`src/rtl/lut_port_pkg.sv`:
```
package lut_port_pkg;

   typedef enum logic {
      TBL_X = 1'b0,
      TBL_Y = 1'b1
   } tbl_e;

   typedef enum logic {
      ACC_RD = 1'b0,
      ACC_WR = 1'b1
   } acc_e;

   typedef struct packed {
      logic cfg_wr;
      logic cfg_rd;
      logic dat_wr;
      logic dat_rd;
      logic oth_rd;
   } bus_op_t;

endpackage

```
`src/rtl/lut_bus_decode.sv`:
```
module lut_bus_decode
   import lut_port_pkg::*;
#(
   parameter int                REG_AW   = 4,
   parameter logic [REG_AW-1:0] CFG_OFS  = '0,
   parameter logic [REG_AW-1:0] DATA_OFS = 4
) (
   input  logic              req_i,
   input  logic              wr_i,
   input  logic [REG_AW-1:0] addr_i,
   output bus_op_t           op_o
);

   if (CFG_OFS == DATA_OFS) begin : g_bad_ofs
      $error("configuration and data offsets must differ");
   end

   logic hit_cfg, hit_dat;

   always_comb begin
      hit_cfg     = (addr_i == CFG_OFS);
      hit_dat     = (addr_i == DATA_OFS);
      op_o.cfg_wr = req_i &  wr_i & hit_cfg;
      op_o.cfg_rd = req_i & ~wr_i & hit_cfg;
      op_o.dat_wr = req_i &  wr_i & hit_dat;
      op_o.dat_rd = req_i & ~wr_i & hit_dat;
      op_o.oth_rd = req_i & ~wr_i & ~hit_cfg & ~hit_dat;
   end

endmodule

```
`src/rtl/lut_cfg_reg.sv`:
```
module lut_cfg_reg
   import lut_port_pkg::*;
#(
   parameter int BUS_W     = 32,
   parameter int PTR_W     = 9,
   parameter int START_LSB = 16,
   parameter int TBL_BIT   = 0,
   parameter int ACC_BIT   = 1
) (
   input  logic             clk,
   input  logic             rst_n,
   input  logic             load_i,
   input  logic [BUS_W-1:0] wdata_i,
   input  logic             err_set_i,
   output tbl_e             tbl_o,
   output acc_e             acc_o,
   output logic             err_o,
   output logic [PTR_W-1:0] start_o
);

   if (START_LSB + PTR_W > BUS_W) begin : g_bad_start
      $error("start field does not fit the bus word");
   end
   if (TBL_BIT == ACC_BIT) begin : g_bad_bits
      $error("table and access bits must differ");
   end

   logic unused_wdata;
   assign unused_wdata = ^wdata_i;

   assign start_o = wdata_i[ACC_BIT] ? '0 : wdata_i[START_LSB +: PTR_W];

   always_ff @(posedge clk or negedge rst_n) begin
      if (!rst_n) begin
         tbl_o <= TBL_X;
         acc_o <= ACC_RD;
         err_o <= 1'b0;
      end else if (load_i) begin
         tbl_o <= tbl_e'(wdata_i[TBL_BIT]);
         acc_o <= acc_e'(wdata_i[ACC_BIT]);
         err_o <= 1'b0;
      end else if (err_set_i) begin
         err_o <= 1'b1;
      end
   end

endmodule

```
`src/rtl/lut_ptr_ctr.sv`:
```
module lut_ptr_ctr
   import lut_port_pkg::*;
#(
   parameter int PTR_W   = 9,
   parameter int X_DEPTH = 65,
   parameter int Y_DEPTH = 257
) (
   input  logic             clk,
   input  logic             rst_n,
   input  logic             load_i,
   input  logic [PTR_W-1:0] load_val_i,
   input  logic             step_i,
   input  tbl_e             tbl_i,
   output logic [PTR_W-1:0] ptr_o,
   output logic             in_range_o
);

   localparam int NUM_TBL = 2;

   if ((X_DEPTH >= (1 << PTR_W)) || (Y_DEPTH >= (1 << PTR_W))) begin : g_bad_ptr
      $error("pointer too narrow for table depth");
   end

   logic [PTR_W-1:0] lim [NUM_TBL];

   for (genvar g = 0; g < NUM_TBL; g++) begin : g_lim
      assign lim[g] = PTR_W'((g == 0) ? X_DEPTH : Y_DEPTH);
   end

   assign in_range_o = (ptr_o < lim[tbl_i]);

   always_ff @(posedge clk or negedge rst_n) begin
      if (!rst_n) begin
         ptr_o <= '0;
      end else if (load_i) begin
         ptr_o <= load_val_i;
      end else if (step_i) begin
         ptr_o <= ptr_o + 1'b1;
      end
   end

endmodule

```
`src/rtl/lut_mem_route.sv`:
```
module lut_mem_route #(
   parameter int DATA_W  = 16,
   parameter int PTR_W   = 9,
   parameter int NUM_TBL = 2,
   localparam int SEL_W  = (NUM_TBL > 1) ? $clog2(NUM_TBL) : 1
) (
   input  logic                      clk,
   input  logic                      rst_n,
   input  logic                      en_i,
   input  logic                      we_i,
   input  logic [SEL_W-1:0]          sel_i,
   input  logic [PTR_W-1:0]          addr_i,
   input  logic [DATA_W-1:0]         wdata_i,
   input  logic [NUM_TBL*DATA_W-1:0] rd_bus_i,
   output logic [NUM_TBL-1:0]        cs_o,
   output logic                      we_o,
   output logic [PTR_W-1:0]          addr_o,
   output logic [DATA_W-1:0]         wdata_o,
   output logic [DATA_W-1:0]         rdata_o
);

   logic [SEL_W-1:0] sel_q;

   for (genvar g = 0; g < NUM_TBL; g++) begin : g_cs
      assign cs_o[g] = en_i && (sel_i == SEL_W'(g));
   end

   assign we_o    = en_i & we_i;
   assign addr_o  = addr_i;
   assign wdata_o = wdata_i;
   assign rdata_o = rd_bus_i[sel_q*DATA_W +: DATA_W];

   always_ff @(posedge clk or negedge rst_n) begin
      if (!rst_n) begin
         sel_q <= '0;
      end else if (en_i && !we_i) begin
         sel_q <= sel_i;
      end
   end

endmodule

```
`src/rtl/lut_access_port.sv`:
```
module lut_access_port
   import lut_port_pkg::*;
#(
   parameter int                DATA_W    = 16,
   parameter int                BUS_W     = 32,
   parameter int                REG_AW    = 4,
   parameter logic [REG_AW-1:0] CFG_OFS   = 0,
   parameter logic [REG_AW-1:0] DATA_OFS  = 4,
   parameter int                X_DEPTH   = 65,
   parameter int                Y_DEPTH   = 257,
   parameter int                START_LSB = 16,
   parameter int                TBL_BIT   = 0,
   parameter int                ACC_BIT   = 1,
   parameter int                ERR_BIT   = 3,
   localparam int               MAX_DEPTH = (X_DEPTH > Y_DEPTH) ? X_DEPTH : Y_DEPTH,
   localparam int               PTR_W     = $clog2(MAX_DEPTH + 1)
) (
   input  logic              clk,
   input  logic              rst_n,
   input  logic              bus_req,
   input  logic              bus_wr,
   input  logic [REG_AW-1:0] bus_addr,
   input  logic [BUS_W-1:0]  bus_wdata,
   output logic              bus_rvalid,
   output logic [BUS_W-1:0]  bus_rdata,
   input  logic              idle_i,
   output logic              mem_x_cs,
   output logic              mem_y_cs,
   output logic              mem_we,
   output logic [PTR_W-1:0]  mem_addr,
   output logic [DATA_W-1:0] mem_wdata,
   input  logic [DATA_W-1:0] mem_x_rdata,
   input  logic [DATA_W-1:0] mem_y_rdata
);

   if (DATA_W > BUS_W) begin : g_bad_data
      $error("entry width exceeds bus width");
   end
   if ((ERR_BIT == TBL_BIT) || (ERR_BIT == ACC_BIT) || (ERR_BIT >= START_LSB)) begin : g_bad_err
      $error("error bit overlaps another field");
   end

   bus_op_t          op;
   tbl_e             tbl;
   acc_e             acc;
   logic             err_q;
   logic [PTR_W-1:0] load_val;
   logic [PTR_W-1:0] ptr_q;
   logic             in_range;
   logic             acc_wr;
   logic             wr_ok, rd_ok, wr_blocked;
   logic [1:0]       cs;
   logic [DATA_W-1:0] mem_rd;
   logic [BUS_W-1:0] cfg_word;
   logic             rvalid_q, rmem_q;
   logic [BUS_W-1:0] snap_q;

   lut_bus_decode #(
      .REG_AW   (REG_AW),
      .CFG_OFS  (CFG_OFS),
      .DATA_OFS (DATA_OFS)
   ) dec_i (
      .req_i  (bus_req),
      .wr_i   (bus_wr),
      .addr_i (bus_addr),
      .op_o   (op)
   );

   assign acc_wr     = (acc == ACC_WR);
   assign wr_blocked = op.dat_wr & acc_wr & ~idle_i;
   assign wr_ok      = op.dat_wr & acc_wr & idle_i & in_range;
   assign rd_ok      = op.dat_rd & in_range;

   lut_cfg_reg #(
      .BUS_W     (BUS_W),
      .PTR_W     (PTR_W),
      .START_LSB (START_LSB),
      .TBL_BIT   (TBL_BIT),
      .ACC_BIT   (ACC_BIT)
   ) cfg_i (
      .clk       (clk),
      .rst_n     (rst_n),
      .load_i    (op.cfg_wr),
      .wdata_i   (bus_wdata),
      .err_set_i (wr_blocked),
      .tbl_o     (tbl),
      .acc_o     (acc),
      .err_o     (err_q),
      .start_o   (load_val)
   );

   lut_ptr_ctr #(
      .PTR_W   (PTR_W),
      .X_DEPTH (X_DEPTH),
      .Y_DEPTH (Y_DEPTH)
   ) ptr_i (
      .clk        (clk),
      .rst_n      (rst_n),
      .load_i     (op.cfg_wr),
      .load_val_i (load_val),
      .step_i     (wr_ok | rd_ok),
      .tbl_i      (tbl),
      .ptr_o      (ptr_q),
      .in_range_o (in_range)
   );

   lut_mem_route #(
      .DATA_W  (DATA_W),
      .PTR_W   (PTR_W),
      .NUM_TBL (2)
   ) route_i (
      .clk      (clk),
      .rst_n    (rst_n),
      .en_i     (wr_ok | rd_ok),
      .we_i     (wr_ok),
      .sel_i    (tbl),
      .addr_i   (ptr_q),
      .wdata_i  (bus_wdata[DATA_W-1:0]),
      .rd_bus_i ({mem_y_rdata, mem_x_rdata}),
      .cs_o     (cs),
      .we_o     (mem_we),
      .addr_o   (mem_addr),
      .wdata_o  (mem_wdata),
      .rdata_o  (mem_rd)
   );

   assign mem_x_cs = cs[0];
   assign mem_y_cs = cs[1];

   always_comb begin
      cfg_word                       = '0;
      cfg_word[TBL_BIT]              = tbl;
      cfg_word[ACC_BIT]              = acc;
      cfg_word[ERR_BIT]              = err_q;
      cfg_word[START_LSB +: PTR_W]   = ptr_q;
   end

   always_ff @(posedge clk or negedge rst_n) begin
      if (!rst_n) begin
         rvalid_q <= 1'b0;
         rmem_q   <= 1'b0;
         snap_q   <= '0;
      end else begin
         rvalid_q <= op.cfg_rd | op.dat_rd | op.oth_rd;
         rmem_q   <= rd_ok;
         snap_q   <= op.cfg_rd ? cfg_word : '0;
      end
   end

   assign bus_rvalid = rvalid_q;
   assign bus_rdata  = rmem_q ? BUS_W'(mem_rd) : snap_q;

endmodule

```
`config.mk`:
```
export PLATFORM = sky130hd
export DESIGN_NAME = lut_access_port
export DESIGN_NICKNAME = d
export VERILOG_FILES = /design/src/rtl/lut_port_pkg.sv /design/src/rtl/lut_bus_decode.sv /design/src/rtl/lut_cfg_reg.sv /design/src/rtl/lut_ptr_ctr.sv /design/src/rtl/lut_mem_route.sv /design/src/rtl/lut_access_port.sv
export SDC_FILE = /design/constraint.sdc
export NUM_CORES = 1
export LEC_CHECK = 0
export BUFFER_PORTS_ARGS = -buffer_cell sky130_fd_sc_hd__buf_4
export CAP_MARGIN = 30
export CORE_AREA = 8 8 79 81
export DETAILED_ROUTE_END_ITERATION = 16
export DIE_AREA = 0 0 87 89
export PLACE_DENSITY_LB_ADDON = 0.2
export SLEW_MARGIN = 25
export SYNTH_ARGS = -nofsm -noshare
export SYNTH_HDL_FRONTEND = slang
export SYNTH_SLANG_ARGS = --single-unit
```
`constraint.sdc`:
```
create_clock -name clk -period 2.15 [get_ports clk]
set_clock_uncertainty 0.1 [all_clocks]
set_input_delay 0.215 -clock clk [delete_from_list [all_inputs] [get_ports clk]]
set_output_delay 0.215 -clock clk [all_outputs]
set_load 0.01 [all_outputs]
```
Word-level counts from Yosys, hierarchy flattened
Cells that the tools add are included.

word-level totals
  RAM bits = 0
  ROM bits = 0
  memories kept = 0
  bits in latches = 0
  flip-flop bits (word level) = 47
  output and inout bits = 61

cells by class
  reduce and logical (&&, ||, !) cells = 7
  order comparisons = 2
  div/mod/pow operators = 0
  multipliers = 0
  bitwise gates (word level) = 23
  shift operators = 1
  add/subtract/negate cells = 1
  equality and inequality tests = 1
  multiplexer cells = 10

operators with widths
  kind                                            number
  two-way mux 9 bit                               6
  two-way mux 32 bit                              1
  variable part select 32 x 6 -> 16 bit           1
  two-way mux 25 bit                              1
  bitwise AND 1 bit                               14
  adder 9 x 1 -> 9 bit (second input constant)    1
  < comparator 9 bit                              1
  inverter 1 bit                                  5
  == test 4 x 3 -> 1 bit (second input constant)  1
  zero test 4 bit                                 1
  nonzero test 2 bit                              2
  logical AND 1 bit                               3
  OR 1 bit                                        3
  >= comparator 2 bit (second input constant)     1
  two-way mux 1 bit                               2
  inverter 1 -> 2 bit                             1
  zero test 1 bit                                 1

Longest topological paths before layout
  depth after elaboration = 9
  depth in mapped cells = 7

Modules after synthesis
From an unflattened synthesis, not the netlist that was laid out.

unflattened totals
  cells, all modules = 202
  area total of the unflattened synthesis = 2,015.7 um^2

by module, submodules not included
  module           cells an instance  area an instance (um^2)  times used  seq. area each (um^2)
  lut_access_port  68                 718.2                    1           350.3
  lut_ptr_ctr      63                 555.5                    1           225.2
  lut_mem_route    49                 494.2                    1           25.0
  lut_cfg_reg      15                 186.4                    1           75.1
  lut_bus_decode   7                  61.3                     1           0.0

Least setup slack after synthesis
Ideal clock, no wire load.

  path type = reg-to-reg
  start point = reg ptr_i.ptr_o[6]
  end point = reg route_i.sel_q
  required time = 1.925 ns
  arrival time = 1.966 ns
  path buffers = 0
  period minus slack after synthesis = 2.191 ns
  cell stages (with the launch flop) = 7
  path slack = -0.041 ns
  cells stage by stage = dfrtp_1 -> ha_1 -> a211o_1 -> a21oi_2 -> nand2_1 -> nor3_1 -> mux2_2

on the way
  cells in the longest elaborated chain, start to end = 4
  elaborated cells between the ends (all ways) = 6
  those cells by class = order compare (1); bitwise (3); reduce/logical (2)

RTL lines
  item                      RTL line                source
  start: declaration        lut_ptr_ctr.sv:14       output logic [PTR_W-1:0] ptr_o,
  start signal: assignment  lut_ptr_ctr.sv:36       ptr_o <= load_val_i;
  start signal: assignment  lut_ptr_ctr.sv:38       ptr_o <= ptr_o + 1'b1;
  < comparator 9 bit        lut_ptr_ctr.sv:30       assign in_range_o = (ptr_o < lim[tbl_i]);
  bitwise AND 1 bit         lut_access_port.sv:72   assign rd_ok = op.dat_rd & in_range;
  named net rd_ok           lut_access_port.sv:51   logic wr_ok, rd_ok, wr_blocked;
  OR 1 bit                  lut_access_port.sv:114  .en_i (wr_ok | rd_ok),
  logical AND 1 bit         lut_mem_route.sv:36     end else if (en_i && !we_i) begin
  end signal: assignment    lut_mem_route.sv:37     sel_q <= sel_i;
  end: declaration          lut_mem_route.sv:22     logic [SEL_W-1:0] sel_q;

The timed path passes the listed nets, and every way through them passes these cells.
A chain may end at the register's enable or synchronous reset.

Worst setup path in the final report
  start point = reg ptr_i.ptr_o[6]
  end point = out mem_we

on the way
  cells in the longest elaborated chain, start to end = 4
  elaborated cells between the ends (all ways) = 5
  those cells by class = order compare (1); bitwise (4)

RTL lines
  item                                  RTL line                                      source
  < comparator 9 bit (*)                lut_ptr_ctr.sv:30
  bitwise AND 1 bit (on tied branches)  lut_access_port.sv:71, lut_access_port.sv:72
  OR 1 bit                              lut_access_port.sv:114
  bitwise AND 1 bit (*)                 lut_mem_route.sv:28                           assign we_o = en_i & we_i;
  end: declaration                      lut_access_port.sv:29                         output logic mem_we,

Every way passes the cells marked *; elsewhere a longest branch is shown, timed or not.

==> metrics.md <==
| Metric | Value |
|---|---|
| Status | `finished, violations left` |
| Failing checks | `setup timing` |
| Clk sink count | `27` |
| Post-DP Area | `0.00250 mm^2` |
| P_sw | `548 uW` |
| GP Congestion | `0.907` |
| Max Freq | `459 MHz` |
| Drt first pass iters | `4` |
| Routed Antenna Nets | `0` |
| Combinational Power Share | `0.427` |
| Drt first-iter violations | `37` |
| Cells after Synth | `191` |
| Critical Path Start Type | `flop` |
| Register Area | `676 um^2` |
| Die area | `0.00774 mm^2` |
| CP Data Arrival Time | `1.86 ns` |
| RSZ-0062 raised after global routing | `true` |
| Reg2Reg Setup Slack | `0 ns` |
| Largest net degree at the start of global routing | `29` |
| Vias/cell | `4.78` |
| # setup viols final | `2` |
| Total CTS buffers | `3` |
| Critical Path Fanout Max | `3` |
| Synth warnings | `0` |
| Clk slew on worst S/H paths | `0.09 ns` |
| Routed via count | `1,662` |
| WL/cell | `14.7 um` |
| Commonest non-fill, non-tap cell in the layout | `buf_4` |
| Max-Cap Viols | `0` |
| Area of the multi-input gates | `991 um^2` |
| H-tree level count | `1` |
| Mapped Area | `0.00181 mm^2` |
| CP required | `1.84 ns` |
| CP Launch Point | `ptr_i.ptr_o[6]$_DFFE_PN0P_` |
| Total Routing Usage GR | `0.129` |
| Insertion delay to the later sink of the worst-skew pair | `0.27 ns` |
| Slowest CP cell | `dfrtp_1` |
| Share of cells above drive strength 1 | `0.453` |
| Hold Path Depth | `2` |
| Final Instance Area | `0.00264 mm^2` |
| Total internal power | `1090 uW` |
| RR Endpoint | `route_i.sel_q$_DFFE_PN0P_` |
| VDD IR max | `346 uV` |
| Synth cell types | `38` |
| Relative slew slack | `0.530` |
| Crit-path cells | `ha_4 > a211o_1 > a21oi_4 > nand2_2 > nor3_2 > buf_4` |
| # rows | `26` |
| Vias in the first global route | `1,702` |
| Lkg Pwr | `0.00127 uW` |
| Drt drc | `0` |
| Switch share | `0.335` |
| Seq pwr share | `0.398` |
| Fin. Hold Viols | `0` |
| Final WS setup | `-0.0277 ns` |
| Area grow syn2layout | `46.1%` |
| Seq cells post-synth | `27` |
| Vert. Die Dim | `89 um` |
| Core Util, Final | `0.530` |
| Min-delay worst type | `input pin to flop` |
| CTS tree | `done` |
| Die X | `87 um` |
| Final HPWL DP | `4.12 mm` |
| Crit path capture type | `output pin` |
| Period minus WS final | `2.18 ns` |
| CTS Root Buffer Type | `clkbuf_8` |
| Highest-count cells in the layout ignoring fill and taps | `buf_4, dfrtp_1, nor2b_1` |
| Initial core utilization | `0.363` |
| Final slew viol count | `0` |
| Slowest stage delay, CP | `0.42 ns` |
| Core Area | `0.00498 mm^2` |
| Clock Path Buffers | `2` |
| WL final | `5.12 mm` |
| I/O pin total | `134` |
| Hold_sp | `bus_addr[2]` |
| # diodes | `0` |
| First-pass GRT wire length | `8.07 mm` |
| Port bufs | `91` |
| Grt ovf | `0` |
| Clock network fraction of total power | `0.175` |
| Tightest Pin Transition | `0.704 ns` |
| Nets | `355` |
| Power per cell area | `619 mW/mm^2` |
| Initial antenna violation count | `0` |
| Kind of critical path | `flop to output pin` |
| Syn Area/Cell | `9.46 um^2` |
| Dpl ws | `-0.0212 ns` |
| Worst r2r src | `ptr_i.ptr_o[6]$_DFFE_PN0P_` |
| Min-Delay Endpoint | `snap_q[22]$_DFF_PN0_` |
| Fin crit share | `1.01` |
| Sequential element share of the synthesized area | `0.374` |
| Reg2reg path depth | `6` |
| Fill count | `486` |
[stage by stage]
stage / TNS (ns) / hold WS [ns] / total power (uW) / instances
floorplan: 0 / -0.181 / 1000 / 197
global placement: 0 / 0.0509 / 1290 / 340
detailed placement: -0.0476 / 0.0522 / 1300 / 340
CTS: -0.0237 / 0.0344 / 1620 / 348
global route: -0.370 / 0.0271 / 1750 / 348
finish: -0.0295 / 0.0393 / 1630 / 348
[cells in the mapped netlist]
| master | number | area, um^2 |
|---|---|---|
| clkinv_1 | 1 | 3.75 |
| nand3b_1 | 1 | 7.51 |
| or4b_1 | 1 | 10.0 |
| and3_1 | 3 | 18.8 |
| nor4b_1 | 1 | 8.76 |
| a2111oi_2 | 1 | 15.0 |
| nand2_1 | 4 | 15.0 |
| mux2_2 | 2 | 22.5 |
| o21ai_4 | 1 | 16.3 |
| a211o_1 | 1 | 8.76 |
| nand2b_1 | 1 | 6.26 |
| a21oi_4 | 1 | 16.3 |
| nand3_4 | 1 | 17.5 |
| nor4bb_1 | 1 | 10.0 |
| xor2_1 | 6 | 52.6 |
| nand4_1 | 6 | 37.5 |
| dfrtp_1 | 27 | 676 |
| and2_1 | 10 | 62.6 |
| ha_1 | 3 | 37.5 |
| nor4_1 | 2 | 12.5 |
| buf_2 | 1 | 5.00 |
| a21oi_1 | 20 | 100 |
| buf_4 | 23 | 173 |
| xnor2_1 | 1 | 8.76 |
| conb_1 | 1 | 3.75 |
| or3_1 | 1 | 6.26 |
| or4_4 | 1 | 11.3 |
| a21oi_2 | 1 | 8.76 |
| o21ai_0 | 2 | 10.0 |
| o21a_1 | 1 | 7.51 |
| a31oi_1 | 1 | 6.26 |
| nor3_1 | 3 | 15.0 |
| mux2i_1 | 17 | 170 |
| nand3_1 | 3 | 15.0 |
| nor2b_1 | 23 | 144 |
| inv_1 | 3 | 11.3 |
| clkbuf_1 | 8 | 30.0 |
| nor2_1 | 7 | 26.3 |
[cell families after synthesis]
| kind of cell | after synthesis | share of synthesized area |
|---|---|---|
| simple gates | 69 | 0.235 |
| other cells | 1 | 0.00208 |
| fa+ha+maj | 3 | 0.0208 |
| xor+xnor | 7 | 0.0339 |
| compound gates | 29 | 0.105 |
| mux | 19 | 0.107 |
| flops | 27 | 0.374 |
| buf+inv | 36 | 0.123 |
[routing by layer]
| layer | wire length, um | track usage |
|---|---|---|
| met1 | 2030 | 0.139 |
| met2 | 2360 | 0.223 |
| met3 | 637 | 0.0533 |
| met4 | 87 | 0.0454 |
| met5 | 0 | 0 |
[how the worst max path moves through the flow]
stage | end | slack [ns] | cells after the start
3_3_place_gp | route_i.sel_q$_DFFE_PN0P_ | 0.02 | 6
4_1_cts | mem_we | -0.02 | 6
2_1_floorplan | route_i.sel_q$_DFFE_PN0P_ | 0.009 | 6
3_5_place_dp | ptr_i.ptr_o[8]$_DFFE_PN0P_ | -0.02 | 8
6_report | mem_we | -0.03 | 6
5_1_grt | mem_we | -0.12 | 6
[power by group through the flow]
stage / registers, uW / clock network, uW / logic (uW)
5_1_grt: 661 / 318 / 773
6_report: 650 / 286 / 699
2_1_floorplan: 689 / 0 / 313
3_5_place_dp: 648 / 0 / 654
4_1_cts: 643 / 290 / 686
3_3_place_gp: 647 / 0 / 642
[layout make-up]
| type | count | area share |
|---|---|---|
| flip-flops and latches | 27 | 0.256 |
| well taps | 70 | 0.0332 |
| multi-input cells | 134 | 0.376 |
| inverters | 4 | 0.00569 |
| clock buffers | 4 | 0.0171 |
| repair buffers | 109 | 0.312 |
[state kept, by name, indices dropped and copies added (netlist names)]
name	cells
cfg_i.acc_o	1
cfg_i.err_o	1
cfg_i.tbl_o	1
route_i.sel_q	1
ptr_i.ptr_o	9
snap_q	12
rmem_q	1
bus_rvalid	1
[critical path: cells and delay by family, from the launching register on]
kind | cells | cell delay (ns)
flip-flops | 1 | 0.42
AND/OR/NAND/NOR | 2 | 0.25
buffers and inverters | 1 | 0.14
AO/OA/AOI/OAI | 2 | 0.53
adder cells (fa/ha/maj) | 1 | 0.25
[what timing repair did]
| action | CTS | global route |
|---|---|---|
| setup endpoints to repair | 9 | 8 |
| hold buffers | 1 | 0 |
| buffers inserted | 3 | 0 |
| endpoints found under the hold margin | 27 | 0 |
| pin swaps | 2 | 9 |
| cloned | 0 | 0 |
| resized for setup | 4 | 5 |
(Power assumes the default switching activity.)
